File: src/rtl/gtc_pkg.sv
// Shared types and register layout for the gated timer/counter channel.
// Assumes an 8-bit data bus and a 2-bit register address.
package gtc_pkg;

    typedef enum logic [1:0] {
        MODE_13   = 2'd0,
        MODE_16   = 2'd1,
        MODE_8R   = 2'd2,
        MODE_STOP = 2'd3
    } cnt_mode_e;

    localparam int ADDR_W   = 2;
    localparam logic [ADDR_W-1:0] ADDR_LO   = 2'd0;
    localparam logic [ADDR_W-1:0] ADDR_HI   = 2'd1;
    localparam logic [ADDR_W-1:0] ADDR_MODE = 2'd2;
    localparam logic [ADDR_W-1:0] ADDR_CTRL = 2'd3;

    localparam int MB_SRC  = 2;
    localparam int MB_GATE = 3;
    localparam int CB_RUN  = 0;
    localparam int CB_FLAG = 1;

endpackage

File: src/rtl/gtc_step_src.sv
// Step source: picks the internal tick or a falling edge on the external pin
// and qualifies it with the run bit and the optional gate pin.
// Assumes cnt_pin is already synchronised and tick_en lasts one cycle per tick.
module gtc_step_src (
    input  logic clk,
    input  logic rst_n,
    input  logic tick_en,
    input  logic cnt_pin,
    input  logic sel_ext,
    input  logic gate_en,
    input  logic gate_pin,
    input  logic run,
    output logic step
);
    logic pin_q;
    logic ext_fall;
    logic run_ok;

    // Capture the count pin on every tick so a 1-then-0 pattern can be seen.
    always_ff @(posedge clk) begin
        if (!rst_n)       pin_q <= 1'b0;
        else if (tick_en) pin_q <= cnt_pin;
    end

    // Form the external event, the run qualification and the selected step.
    always_comb begin
        ext_fall = tick_en & pin_q & ~cnt_pin;
        run_ok   = run & (~gate_en | gate_pin);
        step     = run_ok & (sel_ext ? ext_fall : tick_en);
    end

    // two external events never come on consecutive cycles.
    p_ext_spacing_r4: assert property (@(posedge clk) disable iff (!rst_n)
        ext_fall |=> !ext_fall);

endmodule

File: src/rtl/gtc_count_core.sv
// Count core: two count bytes with 13-bit, 16-bit, 8-bit auto-reload and
// stopped modes. A byte write wins over a step and drops that step.
// Assumes PRE_W < DATA_W.
module gtc_count_core
    import gtc_pkg::*;
#(
    parameter int DATA_W = 8,
    parameter int PRE_W  = 5
) (
    input  logic              clk,
    input  logic              rst_n,
    input  logic              step,
    input  cnt_mode_e         mode,
    input  logic              wr_lo,
    input  logic              wr_hi,
    input  logic [DATA_W-1:0] wr_data,
    output logic [DATA_W-1:0] cnt_lo,
    output logic [DATA_W-1:0] cnt_hi,
    output logic              wrap
);
    logic [DATA_W-1:0] lo_q, hi_q, lo_n, hi_n;
    logic              wrap_c;
    logic              wr_any;

    // Next count value and wrap condition for the selected mode.
    always_comb begin
        lo_n   = lo_q;
        hi_n   = hi_q;
        wrap_c = 1'b0;
        unique case (mode)
            MODE_13: begin
                if (&lo_q[PRE_W-1:0]) begin
                    lo_n[PRE_W-1:0] = '0;
                    hi_n            = hi_q + 1'b1;
                    wrap_c          = &hi_q;
                end else begin
                    lo_n[PRE_W-1:0] = lo_q[PRE_W-1:0] + 1'b1;
                end
            end
            MODE_16: begin
                {hi_n, lo_n} = {hi_q, lo_q} + 1'b1;
                wrap_c       = &{hi_q, lo_q};
            end
            MODE_8R: begin
                if (&lo_q) begin
                    lo_n   = hi_q;
                    wrap_c = 1'b1;
                end else begin
                    lo_n = lo_q + 1'b1;
                end
            end
            default: ;
        endcase
    end

    assign wr_any = wr_lo | wr_hi;

    // Update the count bytes: a bus write first, otherwise a step.
    always_ff @(posedge clk) begin
        if (!rst_n) begin
            lo_q <= '0;
            hi_q <= '0;
        end else if (wr_any) begin
            if (wr_lo) lo_q <= wr_data;
            if (wr_hi) hi_q <= wr_data;
        end else if (step) begin
            lo_q <= lo_n;
            hi_q <= hi_n;
        end
    end

    assign wrap   = step & ~wr_any & wrap_c;
    assign cnt_lo = lo_q;
    assign cnt_hi = hi_q;

    // a 16-bit wrap leaves the count at zero.
    p_wrap_zero_r6: assert property (@(posedge clk) disable iff (!rst_n)
        (wrap && mode == MODE_16) |=> (lo_q == '0 && hi_q == '0));

    // an 8-bit wrap reloads the low byte from the high byte.
    p_reload_r7: assert property (@(posedge clk) disable iff (!rst_n)
        (wrap && mode == MODE_8R) |=> (lo_q == $past(hi_q)));

    // stopped mode holds the count unless it is written.
    p_mode3_hold_r8: assert property (@(posedge clk) disable iff (!rst_n)
        (mode == MODE_STOP && !wr_any) |=> $stable({hi_q, lo_q}));

    // a low-byte write lands even when a step is present.
    p_cnt_write_r11: assert property (@(posedge clk) disable iff (!rst_n)
        wr_lo |=> (lo_q == $past(wr_data)));

endmodule

File: src/rtl/gtc_timer.sv
// Gated timer/counter channel top: register bus, mode and control bits,
// overflow flag with acknowledge, and the step source plus count core.
// Assumes single-cycle synchronous writes and combinational reads.
module gtc_timer
    import gtc_pkg::*;
(
    input  logic        clk,
    input  logic        rst_n,
    input  logic        tick_en,
    input  logic        cnt_pin,
    input  logic        gate_pin,
    input  logic        irq_ack,
    input  logic [1:0]  reg_addr,
    input  logic        wr_en,
    input  logic [7:0]  wr_data,
    output logic [7:0]  rd_data,
    output logic        irq
);
    localparam int DATA_W = 8;
    localparam int PRE_W  = 5;
    localparam int MODE_W = 2;

    logic [MODE_W-1:0] mode_q;
    logic              src_q, gate_q, run_q, flag_q;
    logic              wr_lo, wr_hi, wr_mode, wr_ctrl;
    logic              step, wrap;
    logic [DATA_W-1:0] cnt_lo, cnt_hi;

    // Decode register writes.
    always_comb begin
        wr_lo   = wr_en && reg_addr == ADDR_LO;
        wr_hi   = wr_en && reg_addr == ADDR_HI;
        wr_mode = wr_en && reg_addr == ADDR_MODE;
        wr_ctrl = wr_en && reg_addr == ADDR_CTRL;
    end

    // Mode and control bits held for software.
    always_ff @(posedge clk) begin
        if (!rst_n) begin
            mode_q <= '0;
            src_q  <= 1'b0;
            gate_q <= 1'b0;
            run_q  <= 1'b0;
        end else begin
            if (wr_mode) begin
                mode_q <= wr_data[MODE_W-1:0];
                src_q  <= wr_data[MB_SRC];
                gate_q <= wr_data[MB_GATE];
            end
            if (wr_ctrl) run_q <= wr_data[CB_RUN];
        end
    end

    // Overflow flag: a wrap wins, then a software write, then the acknowledge.
    always_ff @(posedge clk) begin
        if (!rst_n)       flag_q <= 1'b0;
        else if (wrap)    flag_q <= 1'b1;
        else if (wr_ctrl) flag_q <= wr_data[CB_FLAG];
        else if (irq_ack) flag_q <= 1'b0;
    end

    gtc_step_src u_src (
        .clk      (clk),
        .rst_n    (rst_n),
        .tick_en  (tick_en),
        .cnt_pin  (cnt_pin),
        .sel_ext  (src_q),
        .gate_en  (gate_q),
        .gate_pin (gate_pin),
        .run      (run_q),
        .step     (step)
    );

    gtc_count_core #(.DATA_W(DATA_W), .PRE_W(PRE_W)) u_core (
        .clk     (clk),
        .rst_n   (rst_n),
        .step    (step),
        .mode    (cnt_mode_e'(mode_q)),
        .wr_lo   (wr_lo),
        .wr_hi   (wr_hi),
        .wr_data (wr_data),
        .cnt_lo  (cnt_lo),
        .cnt_hi  (cnt_hi),
        .wrap    (wrap)
    );

    // Read multiplexer; unused bits return zero.
    always_comb begin
        unique case (reg_addr)
            ADDR_LO:   rd_data = cnt_lo;
            ADDR_HI:   rd_data = cnt_hi;
            ADDR_MODE: rd_data = {4'b0, gate_q, src_q, mode_q};
            default:   rd_data = {6'b0, flag_q, run_q};
        endcase
    end

    assign irq = flag_q;

    // with the gate set and the gate pin low, the count holds unless written.
    p_gate_block_r2: assert property (@(posedge clk) disable iff (!rst_n)
        (gate_q && !gate_pin && !wr_lo && !wr_hi) |=> $stable({cnt_hi, cnt_lo}));

    // a wrap leaves the flag set.
    p_ovf_flag_r9: assert property (@(posedge clk) disable iff (!rst_n)
        wrap |=> flag_q);

    // an acknowledge with no wrap and no control write clears the flag.
    p_ack_clear_r10: assert property (@(posedge clk) disable iff (!rst_n)
        (irq_ack && !wrap && !wr_ctrl) |=> !flag_q);

endmodule

File: config.mk
export PLATFORM = sky130hd
export DESIGN_NAME = gtc_timer
export DESIGN_NICKNAME = d
export VERILOG_FILES = /design/src/rtl/gtc_pkg.sv /design/src/rtl/gtc_step_src.sv /design/src/rtl/gtc_count_core.sv /design/src/rtl/gtc_timer.sv
export SDC_FILE = /design/constraint.sdc
export NUM_CORES = 1
export LEC_CHECK = 0
export BUFFER_PORTS_ARGS = -buffer_cell sky130_fd_sc_hd__buf_2
export CAP_MARGIN = 40
export CORE_MARGIN = 3
export CORE_UTILIZATION = 55
export CTS_CLUSTER_SIZE = 8
export DETAILED_ROUTE_END_ITERATION = 7
export GPL_TIMING_DRIVEN = 0
export PLACE_DENSITY = 0.79
export SLEW_MARGIN = 20
export SYNTH_ARGS = -nofsm -noshare
export SYNTH_HDL_FRONTEND = slang
export SYNTH_SLANG_ARGS = --single-unit
File: constraint.sdc
create_clock -name clk -period 5.15 [get_ports clk]
set_clock_uncertainty 0.1 [all_clocks]
set_input_delay 1.03 -clock clk [delete_from_list [all_inputs] [get_ports clk]]
set_output_delay 1.03 -clock clk [all_outputs]
set_load 0.01 [all_outputs]
==> impl_metrics.toml, run 1 <==
[clocking]
h-tree-depth = 1
cts.clk_slew.worst_paths_ns = 0.14
cts_hold_buf = 0
cts_resized = 0
cts.sinks = 23
cts_tree = "yes"
cts-root-buf = "clkbuf_4"
cts_buffers = 3
post_cts_buffers = 0
cts_buffer_depth = 2
insertion_delay_ns = 0.32

[synthesis]
synth_xor_area_share_pct = 1.48
synth-edff-count = 0
synth_top_family_by_area = "compound AO/OA/AOI/OAI gates"
yosys_warnings = 0
synth-compound-area-share_pct = 29.7
synthSimpleGateAreaFrac_pct = 24.3
synth_flop_cell = "dfxtp_1"
yosys.area_share.adder_pct = 4.92
syn_inst = 235
seq_area_frac_synth_pct = 25.9
synthesis.area_um2 = 1780
avgSynthCellArea_um2 = 7.58
yosysUniqueCellTypes = 53
muxShareOfSynthArea_pct = 8.22
async_flop_share_pct = 0
ys_ff_latch = 23
syn-num-nets = 259

[sta]
tightest_slew_ns = 0.676
setup_viol = 0
slew_headroom_pct = 54.5
setup_tns_ns = 0
fin_crit_ns = 3.48
fmax_mhz = 287
rsz0062_at_grt = "false"
hold_viol_final = 0
drv_slew = 0
post-route-period-util_pct = 67.6

[grt]
grt_max_degree = 13
antenna_found_initial = 0
first_global_vias = 1690
grtUsageTotal_pct = 27.2
grt_remaining_overflow = 0
grt_pass1_wl_mm = 8.65

[routing]
final_antenna_net_count = 0
wl_per_cell_um = 17.1
first_pass_iters = 6
drtIter0Drc = 213
drt_drc_violations_left = 0
vias = 1985
routed_wirelength_mm = 5.23
drt-vias-per-instance = 6.49

[power_and_ir_drop]
p_sw_w = 0.000118
cellInternalPower_w = 0.000248
power_density_nw_per_um2 = 186
p_clk_share_pct = 24.5
leakage_nw = 0.751
switching_share_pct = 32.3
pwr-share-seq_pct = 54.4
combPwrFrac_pct = 21.1
ir_drop_mv = 0.103
power_w = 0.000367

[critical_path]
start_kind = "input port"
rrSetupSlack_ns = 2.65
arrival_ns = 2.35
critPathCapture = "rd_data[2]"
reg2reg_to = "u_core.cnt_hi[3]"
worstPathRequired_ns = 4.02
crit_start = "reg_addr[0]"
ff2ff_path_depth = 8
reg2reg_from = "u_core.cnt_lo[0]"
cp-end-kind = "primary output"
critical_path_class = "in2out"
path_max_fanout = 10

[floorplanning]
dieArea_um2 = 3960
chipHeight_um = 62.9
fp.dieW_um = 62.9
ioPinCount = 26
coreArea_um2 = 3080
num_rows = 20
start_util_pct = 57.8

[placed_design]
hpwl_mm = 3.89
portBuffers = 23
place.gp.congestion = 0.932

[final_layout]
n_antenna_cell = 0
drive_above_1_share_pct = 14.1
fin_nets = 287
area_growth_pct = 11.0

[min_path]
hold_class = "reg2reg"

[run_status]
status = "finished, final reports clean"

[job]
drv_cap = 0
==> cells in the mapped netlist, types with 2 or more instances <==
cell type   n  area, um^2
buf_2       3        15.0
or4_1       2        15.0
nand2_1    19        71.3
a31oi_1     7        43.8
a21oi_1    16        80.1
a32oi_1     2        17.5
a22oi_1     3        22.5
ha_1        7        87.6
nor3_1      8        40.0
inv_1       9        33.8
o221ai_1    3        26.3
o2111ai_1   2        17.5
mux4_2      2        45.0
o21ai_0    19        95.1
nor2b_1     5        31.3
nand4_1     4        25.0
a21o_1      2        15.0
o31ai_1     2        15.0
nand2b_1    4        25.0
and3_1      3        18.8
a221oi_1    4        35.0
nor4_1      2        12.5
dfxtp_1    23         460
xor2_1      2        17.5
mux2i_1     9        90.1
o221a_2     2        22.5
buf_4       2        15.0
nand3_1    14        70.1
nor2_1     20        75.1
o21a_1      3        22.5
clkbuf_1    8        30.0
and2_1      2        12.5
nand3b_1    2        15.0
==> sequential cells by signal, summed over array words and instances, names as in the netlist <==
signal	cells
u_core.cnt_hi	8
u_core.cnt_lo	8
mode_q	2
gate_q	1
irq	1
run_q	1
src_q	1
u_src.pin_q	1
==> layout by cell type (no fill, tap or decap), types with 2 or more instances in the layout <==
cell / netlist / final
nor2_1: 20 / 20
nand4_1: 4 / 4
mux2i_1: 9 / 9
and2_1: 2 / 2
nand3b_1: 2 / 2
nand3_1: 14 / 14
a21oi_1: 16 / 16
buf_2: 3 / 26
o2111ai_1: 2 / 2
and3_1: 3 / 3
buf_4: 2 / 2
o21a_1: 3 / 3
nand2b_1: 4 / 4
a221oi_1: 4 / 4
a32oi_1: 2 / 2
clkbuf_4: 0 / 3
o31ai_1: 2 / 2
xor2_1: 2 / 2
nor4_1: 2 / 2
nor2b_1: 5 / 5
a21o_1: 2 / 2
mux4_2: 2 / 2
o21ai_0: 19 / 19
o221a_2: 2 / 2
nor3_1: 8 / 8
ha_1: 7 / 7
a22oi_1: 3 / 3
clkbuf_1: 8 / 9
or4_1: 2 / 2
dfxtp_1: 23 / 23
inv_1: 9 / 9
o221ai_1: 3 / 3
nand2_1: 19 / 19
a31oi_1: 7 / 7
==> power groups by stage <==
| stage | combinational, W | clock [W] | sequential [W] |
|---|---|---|---|
| finish | 0.0000773 | 0.0000900 | 0.000199 |
| global route | 0.0000856 | 0.000100 | 0.000201 |
| CTS | 0.0000758 | 0.0000902 | 0.000199 |
| detailed placement | 0.0000756 | 0 | 0.000203 |
| global placement | 0.0000745 | 0 | 0.000203 |
| floorplan | 0.0000518 | 0 | 0.000199 |
==> area by class of cell <==
cell class              instances  area (um^2)
fillers                       321         1100
flip-flops and latches         23          460
multi-input cells             189         1220
well taps                      44         55.1
clock buffers                   4         26.3
inverters                       9         33.8
plain buffers                  14         63.8
repair buffers                 23          115
==> worst max-delay path, stage by stage <==
cell and delay [ns]:
clkbuf_1 0.34, buf_2 0.38, mux2i_1 0.30, o21ai_0 0.12, buf_2 0.17
==> logic make-up (layout without fill, tap and decap cells) <==
| logic type | Yosys count | in the layout |
|---|---|---|
| simple gates | 88 | 88 |
| compound gates | 79 | 79 |
| flops | 23 | 23 |
| buf+inv | 23 | 50 |
| mux | 12 | 12 |
| fa+ha+maj | 7 | 7 |
| xor+xnor | 3 | 3 |
==> routing by layer <==
layer / global-route usage (%) / wire (um) / up-vias / part of all wire, %
met5: 0 / 0 / - / 0
met1: 40.9 / 2360 / 932 / 45
met4: 5.23 / 46 / 0 / 0.88
met2: 41.6 / 2410 / 102 / 46
li1: - / - / 946 / -
met3: 2.70 / 419 / 5 / 8.0
==> worst min-delay path by stage <==
stage / endpoint / depth (start not counted) / slack, ns / from
6_report: src_q / 2 / 0.39 / src_q
5_1_grt: src_q / 2 / 0.43 / src_q
4_1_cts: src_q / 2 / 0.39 / src_q
3_5_place_dp: src_q / 2 / 0.37 / src_q
3_3_place_gp: gate_q / 2 / 0.36 / gate_q
2_1_floorplan: src_q / 2 / 0.35 / src_q
==> stage by stage <==
step	instance area [um^2]	cells	hold WS [ns]	util, %	setup slack (ns)
global route	1980	306	0.430	64.2	1.58
global placement	1950	302	0.363	63.4	1.70
CTS	1980	306	0.386	64.2	1.70
detailed placement	1950	302	0.368	63.4	1.71
finish	1980	306	0.388	64.2	1.67
floorplan	1780	235	0.350	-	2.08
Power figures use the tool's default switching activity.
==> inputs of run 2 (changes only) <==
--- a/config.mk
+++ b/config.mk
@@ -8,11 +8,11 @@
 export BUFFER_PORTS_ARGS = -buffer_cell sky130_fd_sc_hd__buf_2
 export CAP_MARGIN = 40
 export CORE_MARGIN = 3
-export CORE_UTILIZATION = 55
+export CORE_UTILIZATION = 51
 export CTS_CLUSTER_SIZE = 8
 export DETAILED_ROUTE_END_ITERATION = 7
 export GPL_TIMING_DRIVEN = 0
-export PLACE_DENSITY = 0.79
+export PLACE_DENSITY = 0.77
 export SLEW_MARGIN = 20
 export SYNTH_ARGS = -nofsm -noshare
 export SYNTH_HDL_FRONTEND = slang
==> constraint.sdc (replaced) <==
create_clock -name clk -period 3.2 [get_ports clk]
set_clock_uncertainty 0.1 [all_clocks]
set_input_delay 0.64 -clock clk [delete_from_list [all_inputs] [get_ports clk]]
set_output_delay 0.64 -clock clk [all_outputs]
set_load 0.01 [all_outputs]
==> impl_metrics.toml, run 2 (synthesis gave the netlist of run 1 again) <==
[run_status]
status = "finished, final reports clean"

[final_layout]
area_growth_pct = 11.1
final_common_cell = "buf_2"
n_antenna_cell = 0
finalInstanceArea_um2 = 1980
final_cell_mix = "buf_2 (26), dfxtp_1 (23), nor2_1 (20), nand2_1 (19), o21ai_0 (19)"
drive_above_1_share_pct = 14.5
seqCellArea_um2 = 460
nFillCells = 319
multi_input_area_um2 = 1220
fin_nets = 287

[power_and_ir_drop]
cellInternalPower_w = 0.000397
power_density_nw_per_um2 = 298
pwr-share-seq_pct = 54.4
leakage_nw = 0.754
p_sw_w = 0.000192
p_clk_share_pct = 24.4
ir_drop_mv = 0.220
combPwrFrac_pct = 21.2
switching_share_pct = 32.6

[placed_design]
hpwl_mm = 4.07
place_area_um2 = 1950
place.gp.congestion = 0.933
portBuffers = 23

[clocking]
cts_hold_buf = 0
h-tree-depth = 1
insertion_delay_ns = 0.32
cts_tree = "yes"
cts-root-buf = "clkbuf_4"
cts.sinks = 23
cts_resized = 0
cts_buffer_depth = 2
cts_buffers = 3
post_cts_buffers = 0
cts.clk_slew.worst_paths_ns = 0.14

[critical_path]
cpMaxStageDelayCell = "clkbuf_1"
start_kind = "input port"
critical_path_class = "in2out"
worstPathRequired_ns = 2.46
cp-end-kind = "primary output"
crit_chain = "buf_2 > clkbuf_1 > nor2b_1 > clkbuf_1 > nand2_1 > o21ai_0 > buf_2"
slowest_delay_ns = 0.41
arrival_ns = 1.98
path_max_fanout = 10

[routing]
final_antenna_net_count = 0
vias = 1999
routed_wirelength_mm = 5.44
wl_per_cell_um = 17.8
first_pass_iters = 5
drt_drc_violations_left = 0
drtIter0Drc = 290
drt-vias-per-instance = 6.53

[floorplanning]
chipHeight_um = 65.1
fp.dieW_um = 65.1
coreArea_um2 = 3180
dieArea_um2 = 4240
num_rows = 20
ioPinCount = 26
start_util_pct = 56.0

[sta]
drv_slew = 0
slew_headroom_pct = 57.0
hold_viol_final = 0
setup_tns_ns = 0
rsz0062_at_grt = "false"
fin_crit_ns = 2.72
setup_viol = 0
post-route-period-util_pct = 85.0
tightest_slew_ns = 0.639
fmax_mhz = 367

[grt]
grt_max_degree = 14
grtUsageTotal_pct = 26.5
first_global_vias = 1689
grt_pass1_wl_mm = 8.68
grt_remaining_overflow = 0
antenna_found_initial = 0

[min_path]
hold_class = "reg2reg"

[job]
drv_cap = 0
## run 2: cell count changes in the layout (fill, tap and decap cells not counted), sizes merged
| cell | delta |
|---|---|
| clkinv | +1 |
| clkbuf | -1 |
## run 2: critical path: cells and delay by family
kind                   cells  cell delay [ns]
AOI/OAI and AO/OA          1             0.11
buffers and inverters      4             0.94
and+or+nand+nor            2             0.29
## run 2: per-stage QoR
stage               cells  utilization (%)  total power (W)  hold slack [ns]  setup slack (ns)
finish                306             62.2         0.000590            0.385             0.479
global route          306             62.2         0.000621            0.412             0.409
CTS                   306             62.2         0.000592            0.388             0.532
detailed placement    302             61.4         0.000449            0.369             0.544
global placement      302             61.4         0.000447            0.366             0.528
floorplan             235                -         0.000403            0.350             0.913
## run 2: final timing paths
check | start | endpoint | slack [ns] | cells past startpoint
worst max-delay path | reg_addr[1] | rd_data[3] | 0.48 | 7
worst min-delay path | gate_q | gate_q | 0.38 | 2
worst max register to register | u_core.cnt_lo[0] | u_core.cnt_hi[3] | 0.72 | 8
worst min register to register | gate_q | gate_q | 0.38 | 2
## run 2: routing by layer
metal,global-route usage (%),vias up,wire (um)
li1,-,952,-
met1,38.2,931,2310
met2,42.0,108,2470
met3,3.64,8,562
met4,5.70,0,91
met5,0,-,0
## run 2: cell type report
type	instances	share of cell area, %
Buffer	14	3.23
Sequential cell	23	23.3
Timing Repair Buffer	23	5.82
Multi-Input combinational cell	189	61.8
Clock buffer	3	1.14
Clock inverter	1	0.253
Tap cell	44	2.78
Inverter	9	1.71
## run 2: power by group through the flow
stage | clock [W] | combinational, W | sequential [W]
2_1_floorplan | 0 | 0.0000834 | 0.000320
3_3_place_gp | 0 | 0.000122 | 0.000326
3_5_place_dp | 0 | 0.000123 | 0.000326
4_1_cts | 0.000149 | 0.000123 | 0.000320
5_1_grt | 0.000160 | 0.000137 | 0.000324
6_report | 0.000144 | 0.000125 | 0.000321
